$ cat config.mk
export PLATFORM = sky130hd
export DESIGN_NAME = seg_xlat
export DESIGN_NICKNAME = d
export VERILOG_FILES = /design/src/rtl/seg_xlat_pkg.sv /design/src/rtl/seg_table.sv /design/src/rtl/seg_check.sv /design/src/rtl/seg_rsp_reg.sv /design/src/rtl/seg_xlat.sv
export SDC_FILE = /design/constraint.sdc
export NUM_CORES = 1
export LEC_CHECK = 0
export BUFFER_PORTS_ARGS = -buffer_cell sky130_fd_sc_hd__buf_2
export CORE_MARGIN = 4
export CORE_UTILIZATION = 35
export CTS_CLUSTER_SIZE = 20
export DETAILED_ROUTE_END_ITERATION = 7
export PLACE_DENSITY = 0.52
export SLEW_MARGIN = 25
export SYNTH_ARGS = -nofsm -noshare
export SYNTH_HDL_FRONTEND = slang
export SYNTH_SLANG_ARGS = --single-unit
$ cat constraint.sdc
create_clock -name clk_i -period 7.4 [get_ports clk_i]
set_input_delay 0.74 -clock clk_i [delete_from_list [all_inputs] [get_ports clk_i]]
set_output_delay 0.74 -clock clk_i [all_outputs]
set_load 0.005 [all_outputs]
$ cat src/rtl/seg_xlat_pkg.sv
package seg_xlat_pkg;
  typedef enum logic [1:0] {
    FLT_NONE    = 2'b00,
    FLT_ABSENT  = 2'b01,
    FLT_BOUND   = 2'b10,
    FLT_RIGHTS  = 2'b11
  } fault_e;

  typedef enum logic [1:0] {
    ACC_LOAD  = 2'b00,
    ACC_STORE = 2'b01,
    ACC_FETCH = 2'b10,
    ACC_RSVD  = 2'b11
  } acc_e;

  localparam int RIGHTS_W = 3;
  localparam int RT_READ  = 0;
  localparam int RT_WRITE = 1;
  localparam int RT_EXEC  = 2;
endpackage

$ cat src/rtl/seg_table.sv
module seg_table #(
  parameter int SEG_W = 2,
  parameter int OFF_W = 14,
  parameter int PA_W  = 16,
  localparam int NSEG = 1 << SEG_W
) (
  input  logic                              clk_i,
  input  logic                              rst_ni,
  input  logic                              we_i,
  input  logic [SEG_W-1:0]                  wr_idx_i,
  input  logic [PA_W-1:0]                   wr_base_i,
  input  logic [OFF_W-1:0]                  wr_limit_i,
  input  logic                              wr_present_i,
  input  logic [seg_xlat_pkg::RIGHTS_W-1:0] wr_rights_i,
  input  logic [SEG_W-1:0]                  rd_idx_i,
  output logic [PA_W-1:0]                   rd_base_o,
  output logic [OFF_W-1:0]                  rd_limit_o,
  output logic                              rd_present_o,
  output logic [seg_xlat_pkg::RIGHTS_W-1:0] rd_rights_o
);
  logic [PA_W-1:0]                   base_q    [NSEG];
  logic [OFF_W-1:0]                  limit_q   [NSEG];
  logic                              present_q [NSEG];
  logic [seg_xlat_pkg::RIGHTS_W-1:0] rights_q  [NSEG];

  for (genvar g = 0; g < NSEG; g++) begin : g_ent
    always_ff @(posedge clk_i or negedge rst_ni) begin
      if (!rst_ni) begin
        base_q[g]    <= '0;
        limit_q[g]   <= '0;
        present_q[g] <= 1'b0;
        rights_q[g]  <= '0;
      end else if (we_i && wr_idx_i == SEG_W'(g)) begin
        base_q[g]    <= wr_base_i;
        limit_q[g]   <= wr_limit_i;
        present_q[g] <= wr_present_i;
        rights_q[g]  <= wr_rights_i;
      end
    end
  end

  assign rd_base_o    = base_q[rd_idx_i];
  assign rd_limit_o   = limit_q[rd_idx_i];
  assign rd_present_o = present_q[rd_idx_i];
  assign rd_rights_o  = rights_q[rd_idx_i];
endmodule

$ cat src/rtl/seg_check.sv
module seg_check
  import seg_xlat_pkg::*;
#(
  parameter int OFF_W = 14,
  parameter int PA_W  = 16
) (
  input  logic [OFF_W-1:0]    offset_i,
  input  logic [1:0]          kind_i,
  input  logic [PA_W-1:0]     base_i,
  input  logic [OFF_W-1:0]    limit_i,
  input  logic                present_i,
  input  logic [RIGHTS_W-1:0] rights_i,
  output logic [PA_W-1:0]     paddr_o,
  output logic [1:0]          fault_o
);
  logic [PA_W-1:0] sum;
  logic            granted;
  fault_e          flt;

  // carry out of the add is dropped by width
  assign sum = base_i + PA_W'(offset_i);

  always_comb begin
    unique case (acc_e'(kind_i))
      ACC_LOAD:  granted = rights_i[RT_READ];
      ACC_STORE: granted = rights_i[RT_WRITE];
      ACC_FETCH: granted = rights_i[RT_EXEC];
      default:   granted = 1'b0;
    endcase
  end

  always_comb begin
    if (!present_i)            flt = FLT_ABSENT;
    else if (offset_i > limit_i) flt = FLT_BOUND;
    else if (!granted)         flt = FLT_RIGHTS;
    else                       flt = FLT_NONE;
  end

  assign fault_o = flt;
  assign paddr_o = (flt == FLT_NONE) ? sum : '0;
endmodule

$ cat src/rtl/seg_rsp_reg.sv
module seg_rsp_reg #(
  parameter int DATA_W = 18
) (
  input  logic              clk_i,
  input  logic              rst_ni,
  input  logic              in_valid_i,
  output logic              in_ready_o,
  input  logic [DATA_W-1:0] in_data_i,
  output logic              out_valid_o,
  input  logic              out_ready_i,
  output logic [DATA_W-1:0] out_data_o
);
  assign in_ready_o = !out_valid_o || out_ready_i;

  always_ff @(posedge clk_i or negedge rst_ni) begin
    if (!rst_ni) begin
      out_valid_o <= 1'b0;
      out_data_o  <= '0;
    end else if (in_valid_i && in_ready_o) begin
      out_valid_o <= 1'b1;
      out_data_o  <= in_data_i;
    end else if (out_ready_i) begin
      out_valid_o <= 1'b0;
    end
  end
endmodule

$ cat src/rtl/seg_xlat.sv
module seg_xlat
  import seg_xlat_pkg::*;
#(
  parameter int VA_W  = 16,
  parameter int SEG_W = 2,
  parameter int PA_W  = 16,
  localparam int OFF_W = VA_W - SEG_W
) (
  input  logic                clk_i,
  input  logic                rst_ni,
  input  logic                req_valid_i,
  output logic                req_ready_o,
  input  logic [VA_W-1:0]     req_addr_i,
  input  logic [1:0]          req_kind_i,
  output logic                rsp_valid_o,
  input  logic                rsp_ready_i,
  output logic [PA_W-1:0]     rsp_paddr_o,
  output logic [1:0]          rsp_fault_o,
  input  logic                cfg_we_i,
  input  logic                cfg_priv_i,
  input  logic [SEG_W-1:0]    cfg_idx_i,
  input  logic [PA_W-1:0]     cfg_base_i,
  input  logic [OFF_W-1:0]    cfg_limit_i,
  input  logic                cfg_present_i,
  input  logic [RIGHTS_W-1:0] cfg_rights_i
);
  localparam int RSP_W = PA_W + 2;

  logic [SEG_W-1:0]    seg_idx;
  logic [OFF_W-1:0]    offset;
  logic [PA_W-1:0]     ent_base;
  logic [OFF_W-1:0]    ent_limit;
  logic                ent_present;
  logic [RIGHTS_W-1:0] ent_rights;
  logic [PA_W-1:0]     xl_paddr;
  logic [1:0]          xl_fault;
  logic [RSP_W-1:0]    rsp_data;

  assign seg_idx = req_addr_i[VA_W-1 -: SEG_W];
  assign offset  = req_addr_i[OFF_W-1:0];

  seg_table #(.SEG_W(SEG_W), .OFF_W(OFF_W), .PA_W(PA_W)) u_table (
    .clk_i        (clk_i),
    .rst_ni       (rst_ni),
    .we_i         (cfg_we_i && cfg_priv_i),
    .wr_idx_i     (cfg_idx_i),
    .wr_base_i    (cfg_base_i),
    .wr_limit_i   (cfg_limit_i),
    .wr_present_i (cfg_present_i),
    .wr_rights_i  (cfg_rights_i),
    .rd_idx_i     (seg_idx),
    .rd_base_o    (ent_base),
    .rd_limit_o   (ent_limit),
    .rd_present_o (ent_present),
    .rd_rights_o  (ent_rights)
  );

  seg_check #(.OFF_W(OFF_W), .PA_W(PA_W)) u_check (
    .offset_i  (offset),
    .kind_i    (req_kind_i),
    .base_i    (ent_base),
    .limit_i   (ent_limit),
    .present_i (ent_present),
    .rights_i  (ent_rights),
    .paddr_o   (xl_paddr),
    .fault_o   (xl_fault)
  );

  seg_rsp_reg #(.DATA_W(RSP_W)) u_rsp (
    .clk_i       (clk_i),
    .rst_ni      (rst_ni),
    .in_valid_i  (req_valid_i),
    .in_ready_o  (req_ready_o),
    .in_data_i   ({xl_fault, xl_paddr}),
    .out_valid_o (rsp_valid_o),
    .out_ready_i (rsp_ready_i),
    .out_data_o  (rsp_data)
  );

  assign rsp_paddr_o = rsp_data[PA_W-1:0];
  assign rsp_fault_o = rsp_data[RSP_W-1 -: 2];
endmodule

[After elaboration in Yosys (flattened, before gate mapping)]
Cells that the tools add are included.
Storage, ports and cells
  input bits: 60
  output and inout bits: 20
  bits in registers: 155
Operators by class
  add/sub/neg operators: 1
  mux-type cells: 19
  equality and inequality tests: 5
  reduce and logical (&&, ||, !) cells: 12
  bitwise gates (word level): 1
  magnitude comparators: 2
Operator list (number)
  $mux W16: 3
  $bmux W16 S2: 1
  $bmux W14 S2: 1
  $mux W14: 2
  $add A16 B14 Y16: 1
  $gt A14 B14 Y1: 1
  $bmux W3 S2: 1
  $eq A2 B2 Y1 const B: 3
  $logic_and A1 B1 Y1: 6
  $logic_not A2 Y1: 3
  $mux W2: 3
  $mux W3: 2
  $eq A2 B1 Y1 const B: 2
  $mux W1: 4
  $ge A3 B3 Y1 const B: 1
  $not A2 Y3: 1
  $pmux W1 S3: 1
  $bmux W1 S2: 1
  $reduce_bool A2 Y1: 1
  $logic_not A1 Y1: 1
  $logic_or A1 B1 Y1: 1

[Depth between registers and ports, before layout]
Gate-level depths: netlist (run 1).
  word-level depth: 10
  depth in mapped cells: 13
  gate-level depth less buffers: 9

[By module]
Synthesis (run 1) repeated with hierarchy kept, for this count alone.
Unflattened totals
  cell total of the unflattened synthesis: 547
  area, all modules: 7902.6 um^2
Modules (own cells, without submodules)
  seg_table: seq. area each 3403.3 um^2, area each 5911.9 um^2, instances 1, cells an instance 330
  seg_check: seq. area each 0.0 um^2, area each 1226.2 um^2, instances 1, cells an instance 175
  seg_rsp_reg: seq. area each 475.5 um^2, area each 758.2 um^2, instances 1, cells an instance 41
  seg_xlat: seq. area each 0.0 um^2, area each 6.3 um^2, instances 1, cells an instance 1

[Least setup slack after synthesis (run 1)]
OpenSTA, ideal clock, no wires.
  path kind: input -> register
  start point: in req_addr_i[14]
  end point: reg u_rsp.out_data_o[14]
  stages on the path: 12
  slack: 3.345 ns
  setup time: 0.122 ns
  arrival: 3.934 ns
  required time: 7.278 ns
  path buffers: 3
  cell sequence: buf_4 > buf_2 > buf_2 > mux4_2 > ha_1 > fa_1 > a21o_2 > a311oi_2 > or3b_4 > a2111oi_4 > or3_1 > a32o_1
Between the ends
  cells in the longest elaborated chain, start to end: 10
RTL lines
  from (decl): line seg_xlat.sv:13  | input logic [VA_W-1:0] req_addr_i,
  $not A2 Y3 (implied by the code) *
  parallel branches: the longest is 8 deep, another holds $gt A14 B14 Y1
  $mux W16 *: line seg_check.sv:40  | assign paddr_o = (flt == FLT_NONE) ? sum : '0;
  to (signal assigned): line seg_rsp_reg.sv:21  | out_data_o <= in_data_i;
  to (decl): line seg_rsp_reg.sv:11  | output logic [DATA_W-1:0] out_data_o
Every way passes the cells marked *. The select of a mux whose other input is x is not followed.
A chain may end at the register's enable or synchronous reset.

[Worst setup path after layout (run 1)]
Ends and elaborated chain as after synthesis.

==> run_results.csv, run 1 <==
group,metric,value,unit
outcome,outcome,"completed",
floorplan,core,21200,um^2
sta,fin_crit_sh,50.5,%
clock_tree,clk_pin_slew,0.06,ns
clock_tree,htree_levels,4,
synth,seq_area_frac_synth,51.0,%
placement,portBuffers,79,
clock_tree,clk_latency,0.42,ns
synth,synth_edf_count,0,
finish,layout-drive-gt1-share,47.2,%
grt,grt_pass1_vias,5158,
clock_tree,cts-root-buf,"clkbuf_16",
sta,fmax,268,MHz
power_and_ir_drop,irDropWorstVdd,109,uV
job,cap_violations,0,
finish,final_cell_mix,"dfrtp_1, mux2_2, buf_2",
synth,syn_area,7600,um^2
clock_tree,postCtsSetupBuffers,0,
placement,place_congestion,0.861,
sta,setup_viol,0,
route,antenna_left,0,
finish,nNetsFinal,697,
floorplan,die_area,24100,um^2
synth,ys_types,45,
clock_tree,cts_resized,0,
synth,async_flop_share,100,%
grt,overflow,0,
setup_path,critPathKind,"input port to flop",
sta,slew_headroom,33.5,%
power_and_ir_drop,power.density,287,nW/um^2
finish,final_area,8830,um^2
setup_path,rrSetupSlack,4.42,ns
finish,final_common_cell,"dfrtp_1",
floorplan,start_util,35.8,%
grt,antenna_found_initial,2,
route,vias,4657,
clock_tree,clock_sinks,155,
grt,grt_pass1_wl,28800,um
sta,rsz0062_at_grt,"false",
sta,final-max-slew-violation-count,0,
finish,fin_util,41.6,%
placement,place_area,8280,um^2
grt,grt_max_degree,95,
sta,skew,0.00609,ns
synth,ys_ff_latch,155,
synth,synth_cells,528,
route,drt_iter0_markers,178,
setup_path,critical_path_arrival,4.04,ns
synth,syn-num-nets,617,
floorplan,die_width,155,um
synth,synth_flop_cell,"dfrtp_1",
floorplan,fp.dieH,155,um
sta,hold_violations,0,
route,wl_per_cell,19.8,um
route,detail_route.vias_per_cell,5.19,
floorplan,boundaryPins,80,
route,routed_wl,17700,um
clock_tree,cts_tree,"yes",
sta,fin_crit,3.73,ns
worst_hold_path,hold_class,"input port to asynchronous set/reset pin",
sta,worst_pin_slew,0.998,ns
placement,dpl.hpwl,12000,um
setup_path,critPathMaxFanout,34,
finish,syn_to_final_growth,16.2,%
sta,tns,0,ns
synth,avgSynthCellArea,14.4,um^2
route,drcViolationCount,0,
route,first_pass_iters,4,
setup_path,startpoint_type,"input port",
power_and_ir_drop,p_leak,0.00394,uW
setup_path,worst_setup_path_end_kind,"flop",
setup_path,crit_required,7.71,ns
clock_tree,cts.path.max_buffers,2,
floorplan,row_count,53,
clock_tree,cts_inserted_buffers,17,
grt,grt.total_usage,15.5,%
synth,ys_warn_count,0,
clock_tree,postCtsHoldBufs,0,
[final timing paths]
path                                      start                    to  cells after the start
max reg2reg                  u_table.base_q[48]  u_rsp.out_data_o[14]                      9
min in group clk_i         u_rsp.out_data_o[17]  u_rsp.out_data_o[17]                      2
min                                      rst_ni    u_table.base_q[11]                      1
min reg2reg                u_rsp.out_data_o[17]  u_rsp.out_data_o[17]                      2
max in group asynchronous                rst_ni   u_table.limit_q[54]                      2
max                              req_addr_i[14]  u_rsp.out_data_o[14]                     11
[stage by stage]
stage	total power (uW)	instances	hold slack (ns)	worst slack, ns
global placement	1720	864	0.462	3.24
finish	2540	897	0.395	3.67
detailed placement	1750	864	0.472	3.17
CTS	2570	896	0.437	3.63
floorplan	1560	528	0.444	3.34
global route	2690	896	0.457	3.49
[cell usage after synthesis (7+ instances only)]
library cell,count,share of area (%)
clkbuf_1,12,0.59
buf_2,7,0.46
xor2_1,8,0.92
nand3_1,7,0.46
dfrtp_1,155,51
o21ai_0,7,0.46
inv_1,19,0.94
mux4_2,34,10
mux2_2,136,20
ha_1,28,4.6
a22o_1,13,1.5
nand2_1,21,1.0
a21oi_1,20,1.3
[sequential cells by signal, summed over array words and instances, names as in the netlist]
name and cells:
u_table.rights_q 12, u_rsp.out_valid_o 1, u_table.limit_q 56, u_table.base_q 64
u_rsp.out_data_o 18, u_table.present_q 4
[power by group]
part,switching [uW],total (uW),leakage [uW],internal [uW]
sequential,83.6,1110,0.00189,1020
combinational,291,621,0.00179,330
clock,340,809,0.000255,469
[critical path: stages]
cell	delay (ns)
buf_2	0.08
buf_4	0.58
mux4_2	0.59
ha_1	0.22
fa_1	0.41
a21o_2	0.23
a311oi_2	0.31
or3b_4	0.21
a2111oi_4	0.07
or3_1	0.33
a32o_1	0.25
[area by class of cell]
cell class / instances / area (um^2)
diodes: 1 / 2.50
clock buffers: 21 / 450
clock inverters: 11 / 96.3
fillers: 2015 / 12400
inverters: 19 / 71.3
multi-input cells: 330 / 3540
flip-flops and latches: 155 / 3880
well taps: 275 / 344
repair buffers: 85 / 447
[cell families (layout without fill, tap and decap cells)]
kind of cell | count (synthesis) | in the layout | synth area share, %
simple gates | 52 | 52 | 3.41
flops | 155 | 155 | 51.0
buf+inv | 43 | 136 | 2.44
other cells | 0 | 1 | 0
fa+ha+maj | 29 | 29 | 4.87
mux | 170 | 170 | 30.2
compound gates | 67 | 67 | 6.67
xor+xnor | 12 | 12 | 1.38
[per-layer routing]
layer  share of wire [%]  routed length [um]  track usage, %
met1                  44                7850            20.4
met2                  50                8870            25.7
met3                 4.5                 793            4.03
met4                 1.1                 197            3.71
met5                0.15                  27               0
Power figures use the tool's default switching activity.
==> run 2, diff against run 1 <==
PLACE_DENSITY = 0.54   (was 0.52)
clock period = 3.4 ns   (was 7.4 ns; I/O delays follow)
==> run_results.csv, run 2 (same netlist as run 1, synthesis figures left out) <==
group,metric,value,unit
setup_path,critical_path_arrival,3.34,ns
setup_path,critPathMaxFanout,3,
setup_path,reg2reg_depth,9,
finish,nNetsFinal,707,
grt,grt_pass1_wl,29000,um
floorplan,row_count,53,
sta,fin_crit_sh,89.2,%
worst_hold_path,min-delay-start,"req_valid_i",
power_and_ir_drop,p_total,5880,uW
worst_hold_path,holdPathEnd,"u_rsp.out_valid_o",
clock_tree,clk_pin_slew,0.06,ns
power_and_ir_drop,p_leak,0.00404,uW
finish,final_common_cell,"dfrtp_1",
clock_tree,htree_levels,4,
route,detail_route.vias_per_cell,5.31,
sta,fin_crit,3.03,ns
placement,place_area,8390,um^2
setup_path,critPathKind,"flop to flop",
setup_path,timing.rr.end,"u_rsp.out_data_o[14]",
placement,portBuffers,79,
grt,overflow,0,
sta,tns,0,ns
floorplan,start_util,35.8,%
setup_path,crit_family,"compound AO/OA/AOI/OAI gates",
grt,antenna_found_initial,3,
route,drt_iter0_markers,202,
clock_tree,cts_tree,"yes",
finish,n_antenna_cell,0,
placement,dpl.hpwl,12800,um
finish,multiInputGateArea,3540,um^2
finish,top_register,"u_table.base_q",
setup_path,startpoint_type,"flop",
outcome,outcome,"completed",
worst_hold_path,hold_class,"input port to flop",
route,routed_wl,18200,um
finish,final_area,9050,um^2
grt,grt.total_usage,15.7,%
setup_path,crit_required,3.71,ns
setup_path,worstReg2RegStart,"u_table.base_q[0]",
floorplan,die_width,155,um
grt,grt_pass1_vias,5195,
route,antenna_left,0,
sta,fmax,330,MHz
setup_path,slowest_stage,"mux4_2",
clock_tree,cts-root-buf,"clkbuf_16",
setup_path,path_buf_inv,0,
finish,largest_reg_flops,64,
floorplan,core,21200,um^2
finish,final_cell_mix,"dfrtp_1, mux2_2, buf_2",
clock_tree,cts.path.max_buffers,2,
finish,fin_util,42.6,%
sta,whs,0.136,ns
finish,fill_cells,1944,
grt,grt_max_degree,66,
finish,top_regs,"u_table.base_q: 64 flops, u_table.limit_q: 56 flops, u_rsp.out_data_o: 18 flops",
floorplan,fp.dieH,155,um
sta,skew,0.00669,ns
finish,syn_to_final_growth,19.0,%
sta,hold_violations,0,
sta,final-max-slew-violation-count,0,
clock_tree,clk_latency,0.42,ns
route,wl_per_cell,20.1,um
sta,worst_pin_slew,0.626,ns
clock_tree,clock_sinks,155,
sta,rsz0062_at_grt,"false",
finish,seqCellArea,3880,um^2
job,cap_violations,0,
clock_tree,cts_inserted_buffers,17,
floorplan,die_area,24100,um^2
clock_tree,cts_resized,0,
power_and_ir_drop,power.density,649,nW/um^2
sta,slew_headroom,58.1,%
route,first_pass_iters,4,
route,drcViolationCount,0,
placement,place_congestion,0.861,
setup_path,crit_chain,"mux4_2 -> ha_1 -> fa_1 -> a21o_2 -> a311oi_2 -> or3b_4 -> a2111oi_4 -> or3_1 -> a32o_1",
worst_hold_path,min_path_cells,2,
sta,setup_viol,0,
route,vias,4803,
finish,layout-drive-gt1-share,47.9,%
setup_path,worst_setup_path_end_kind,"flop",
setup_path,critPathMaxStageDelay,0.50,ns
setup_path,rrSetupSlack,0.37,ns
power_and_ir_drop,irDropWorstVdd,334,uV
floorplan,boundaryPins,80,
==> run 2: cell types whose count changed in the layout (fill, tap and decap cells not counted), moves of 3 or more <==
cell,previous run,this run
bufinv_16,1,5
buf_12,0,3
buf_4,6,12
clkinv_2,4,0
==> run 2: area by class of cell <==
type / instances / share of cell area, %
Clock buffer: 21 / 5.09
Clock inverter: 10 / 2.09
Inverter: 19 / 0.788
Multi-Input combinational cell: 330 / 39.2
Sequential cell: 155 / 42.9
Tap cell: 275 / 3.80
Timing Repair Buffer: 95 / 6.21
==> run 2: how the worst max path moves through the flow <==
stage	startpoint	endpoint	slack, ns	cells past startpoint
floorplan	req_addr_i[14]	u_rsp.out_data_o[14]	0.03	12
global placement	req_addr_i[14]	u_rsp.out_data_o[11]	0.14	11
detailed placement	req_addr_i[14]	u_rsp.out_data_o[11]	0.11	11
CTS	u_table.base_q[0]	u_rsp.out_data_o[14]	0.37	9
global route	u_table.base_q[0]	u_rsp.out_data_o[14]	0.23	9
finish	u_table.base_q[0]	u_rsp.out_data_o[14]	0.37	9
==> run 2: report_power, final <==
| group | internal [uW] | switching [uW] | total [uW] |
|---|---|---|---|
| clock | 1340 | 736 | 2070 |
| combinational | 737 | 649 | 1390 |
| sequential | 2230 | 186 | 2410 |
| total | 4310 | 1570 | 5880 |
==> run 2: layer usage <==
layer | global-route usage [%] | share of wire (%) | vias up
met4 | 4.34 | 1.6 | 6
met2 | 26.0 | 49 | 104
li1 | - | - | 2157
met1 | 20.4 | 45 | 2506
met3 | 4.12 | 4.4 | 30
met5 | 0 | 0.15 | -
==> run 2: stage by stage <==
stage               cells  worst slack, ns
global placement      873            0.140
finish                905            0.368
global route          905            0.235
floorplan             528           0.0279
CTS                   905            0.371
detailed placement    873            0.106
==> run 2: repair_timing <==
action                                 in CTS  in global routing
setup buffers                               0                  0
endpoints found under the hold margin      63                  0
hold buffers                                1                  0
==> run 2: worst reg2reg max path, cell delays in order, from the launching register on <==
cell,delay [ns]
dfrtp_1,0.38
mux4_2,0.50
ha_1,0.23
fa_1,0.40
a21o_2,0.24
a311oi_2,0.31
or3b_4,0.22
a2111oi_4,0.07
or3_1,0.32
a32o_1,0.24
==> run 3, diff against run 2 <==
CTS_BUF_LIST = sky130_fd_sc_hd__clkbuf_8   (was not set)
SETUP_SLACK_MARGIN = 0.4   (was not set)
==> run_results.csv, run 3 (same netlist as run 1, synthesis figures left out) <==
group,metric,value,unit
outcome,outcome,"completed",
clock_tree,cts_tree,"yes",
power_and_ir_drop,power.density,578,nW/um^2
route,drcViolationCount,0,
floorplan,die_area,24100,um^2
clock_tree,cts-root-buf,"clkbuf_8",
clock_tree,clk_latency,0.46,ns
sta,fmax,344,MHz
finish,syn_to_final_growth,15.4,%
setup_path,crit_family,"compound AO/OA/AOI/OAI gates",
power_and_ir_drop,switching_power,1520,uW
power_and_ir_drop,irDropWorstVdd,249,uV
setup_path,worst_setup_path_end_kind,"flop",
power_and_ir_drop,power_frac_seq,47.6,%
power_and_ir_drop,p_leak,0.00391,uW
finish,top_register,"u_table.base_q",
finish,final_area,8770,um^2
route,antenna_left,0,
sta,setup_viol,0,
setup_path,critPathKind,"flop to flop",
sta,fin_crit,2.91,ns
route,detail_route.vias_per_cell,5.22,
sta,hold_violations,0,
setup_path,crit_required,3.73,ns
sta,slew_headroom,52.1,%
floorplan,core,21200,um^2
route,vias,4720,
setup_path,critPathMaxFanout,3,
route,drt_iter0_markers,241,
placement,dpl.hpwl,12600,um
sta,worst_pin_slew,0.718,ns
clock_tree,cts_inserted_buffers,17,
placement,portBuffers,79,
sta,skew,0.0169,ns
power_and_ir_drop,pwr-share-comb,26.9,%
sta,fin_crit_sh,85.5,%
floorplan,boundaryPins,80,
placement,place_area,8370,um^2
setup_path,critPathMaxStageDelay,0.53,ns
grt,grt.total_usage,15.4,%
floorplan,die_width,155,um
finish,final_common_cell,"dfrtp_1",
power_and_ir_drop,swShare,29.9,%
placement,place_congestion,0.853,
grt,grt_max_degree,82,
power_and_ir_drop,clkPwrFrac,25.5,%
sta,final-max-slew-violation-count,0,
finish,top_regs,"u_table.base_q: 64 flops, u_table.limit_q: 56 flops, u_rsp.out_data_o: 18 flops",
clock_tree,clk_pin_slew,0.09,ns
grt,grt_pass1_vias,5166,
grt,overflow,0,
power_and_ir_drop,p_int,3560,uW
grt,antenna_found_initial,1,
floorplan,row_count,53,
setup_path,slowest_stage,"mux4_2",
setup_path,crit_chain,"mux4_2 -> ha_4 -> fa_2 -> a21o_2 -> a311oi_2 -> or3b_4 -> a2111oi_4 -> or3_1 -> a32o_1",
grt,grt_pass1_wl,28700,um
setup_path,startpoint_type,"flop",
floorplan,fp.dieH,155,um
worst_hold_path,hold_class,"input port to flop",
finish,final_cell_mix,"dfrtp_1, mux2_2, buf_2",
finish,nNetsFinal,705,
clock_tree,cts.path.max_buffers,2,
floorplan,start_util,35.8,%
setup_path,path_buf_inv,0,
setup_path,critical_path_arrival,3.24,ns
finish,n_antenna_cell,0,
finish,layout-drive-gt1-share,48.2,%
clock_tree,htree_levels,4,
route,first_pass_iters,4,
route,wl_per_cell,19.7,um
route,routed_wl,17800,um
sta,tns,0,ns
sta,rsz0062_at_grt,"true",
finish,largest_reg_flops,64,
job,cap_violations,0,
clock_tree,clock_sinks,155,
-- run 3: cell type report --
cell class                 count  area [um^2]
fill                        1998        12400
multi-input combinational    330         3570
sequential                   155         3880
tap                          275          344
clock buffer                  18          248
timing repair buffer          93          534
inverter                      19         71.3
clock inverter                14          124
-- run 3: what timing repair did --
item	in CTS	in global routing
setup buffers	0	2
hold endpoints to repair	74	0
resized for setup	0	0
endpoints found under the setup margin	0	2
hold buffers	1	0
-- run 3: power groups by stage --
stage	logic [uW]	clock network, uW	registers [uW]
finish	1360	1290	2420
CTS	1380	1340	2420
floorplan	1040	0	2380
detailed placement	1380	0	2450
global placement	1340	0	2420
global route	1520	1420	2460
-- run 3: layer usage --
metal  track usage (%)  vias up  wire, um
met5                 0        -        20
met4              4.79        2       268
met3              4.12       21       838
met2              25.2       93      8740
met1              20.1     2446      7910
li1                  -     2158         -
-- run 3: path summary, 6_finish.rpt --
kind | startpoint | to | slack [ns] | cells after the start
setup / recovery | u_table.base_q[0] | u_rsp.out_data_o[14] | 0.49 | 9
hold / removal | req_valid_i | u_rsp.out_valid_o | 0.12 | 2
setup reg to reg | u_table.base_q[0] | u_rsp.out_data_o[14] | 0.49 | 9
hold reg to reg | u_table.limit_q[18] | u_table.limit_q[18] | 0.50 | 1
max in group asynchronous | rst_ni | u_table.limit_q[41] | 2.06 | 3
min in group asynchronous | rst_ni | u_table.base_q[44] | 0.48 | 2
-- run 3: metrics by stage --
stage	setup WS (ns)	total power [uW]	std cells	utilization, %	hold WS, ns
global route	0.367	5400	904	41.3	0.0943
global placement	0.191	3760	869	39.5	0.409
floorplan	0.249	3410	528	-	0.0444
finish	0.493	5070	904	41.3	0.125
CTS	0.494	5140	902	41.3	0.0943
detailed placement	0.127	3830	869	39.5	0.425
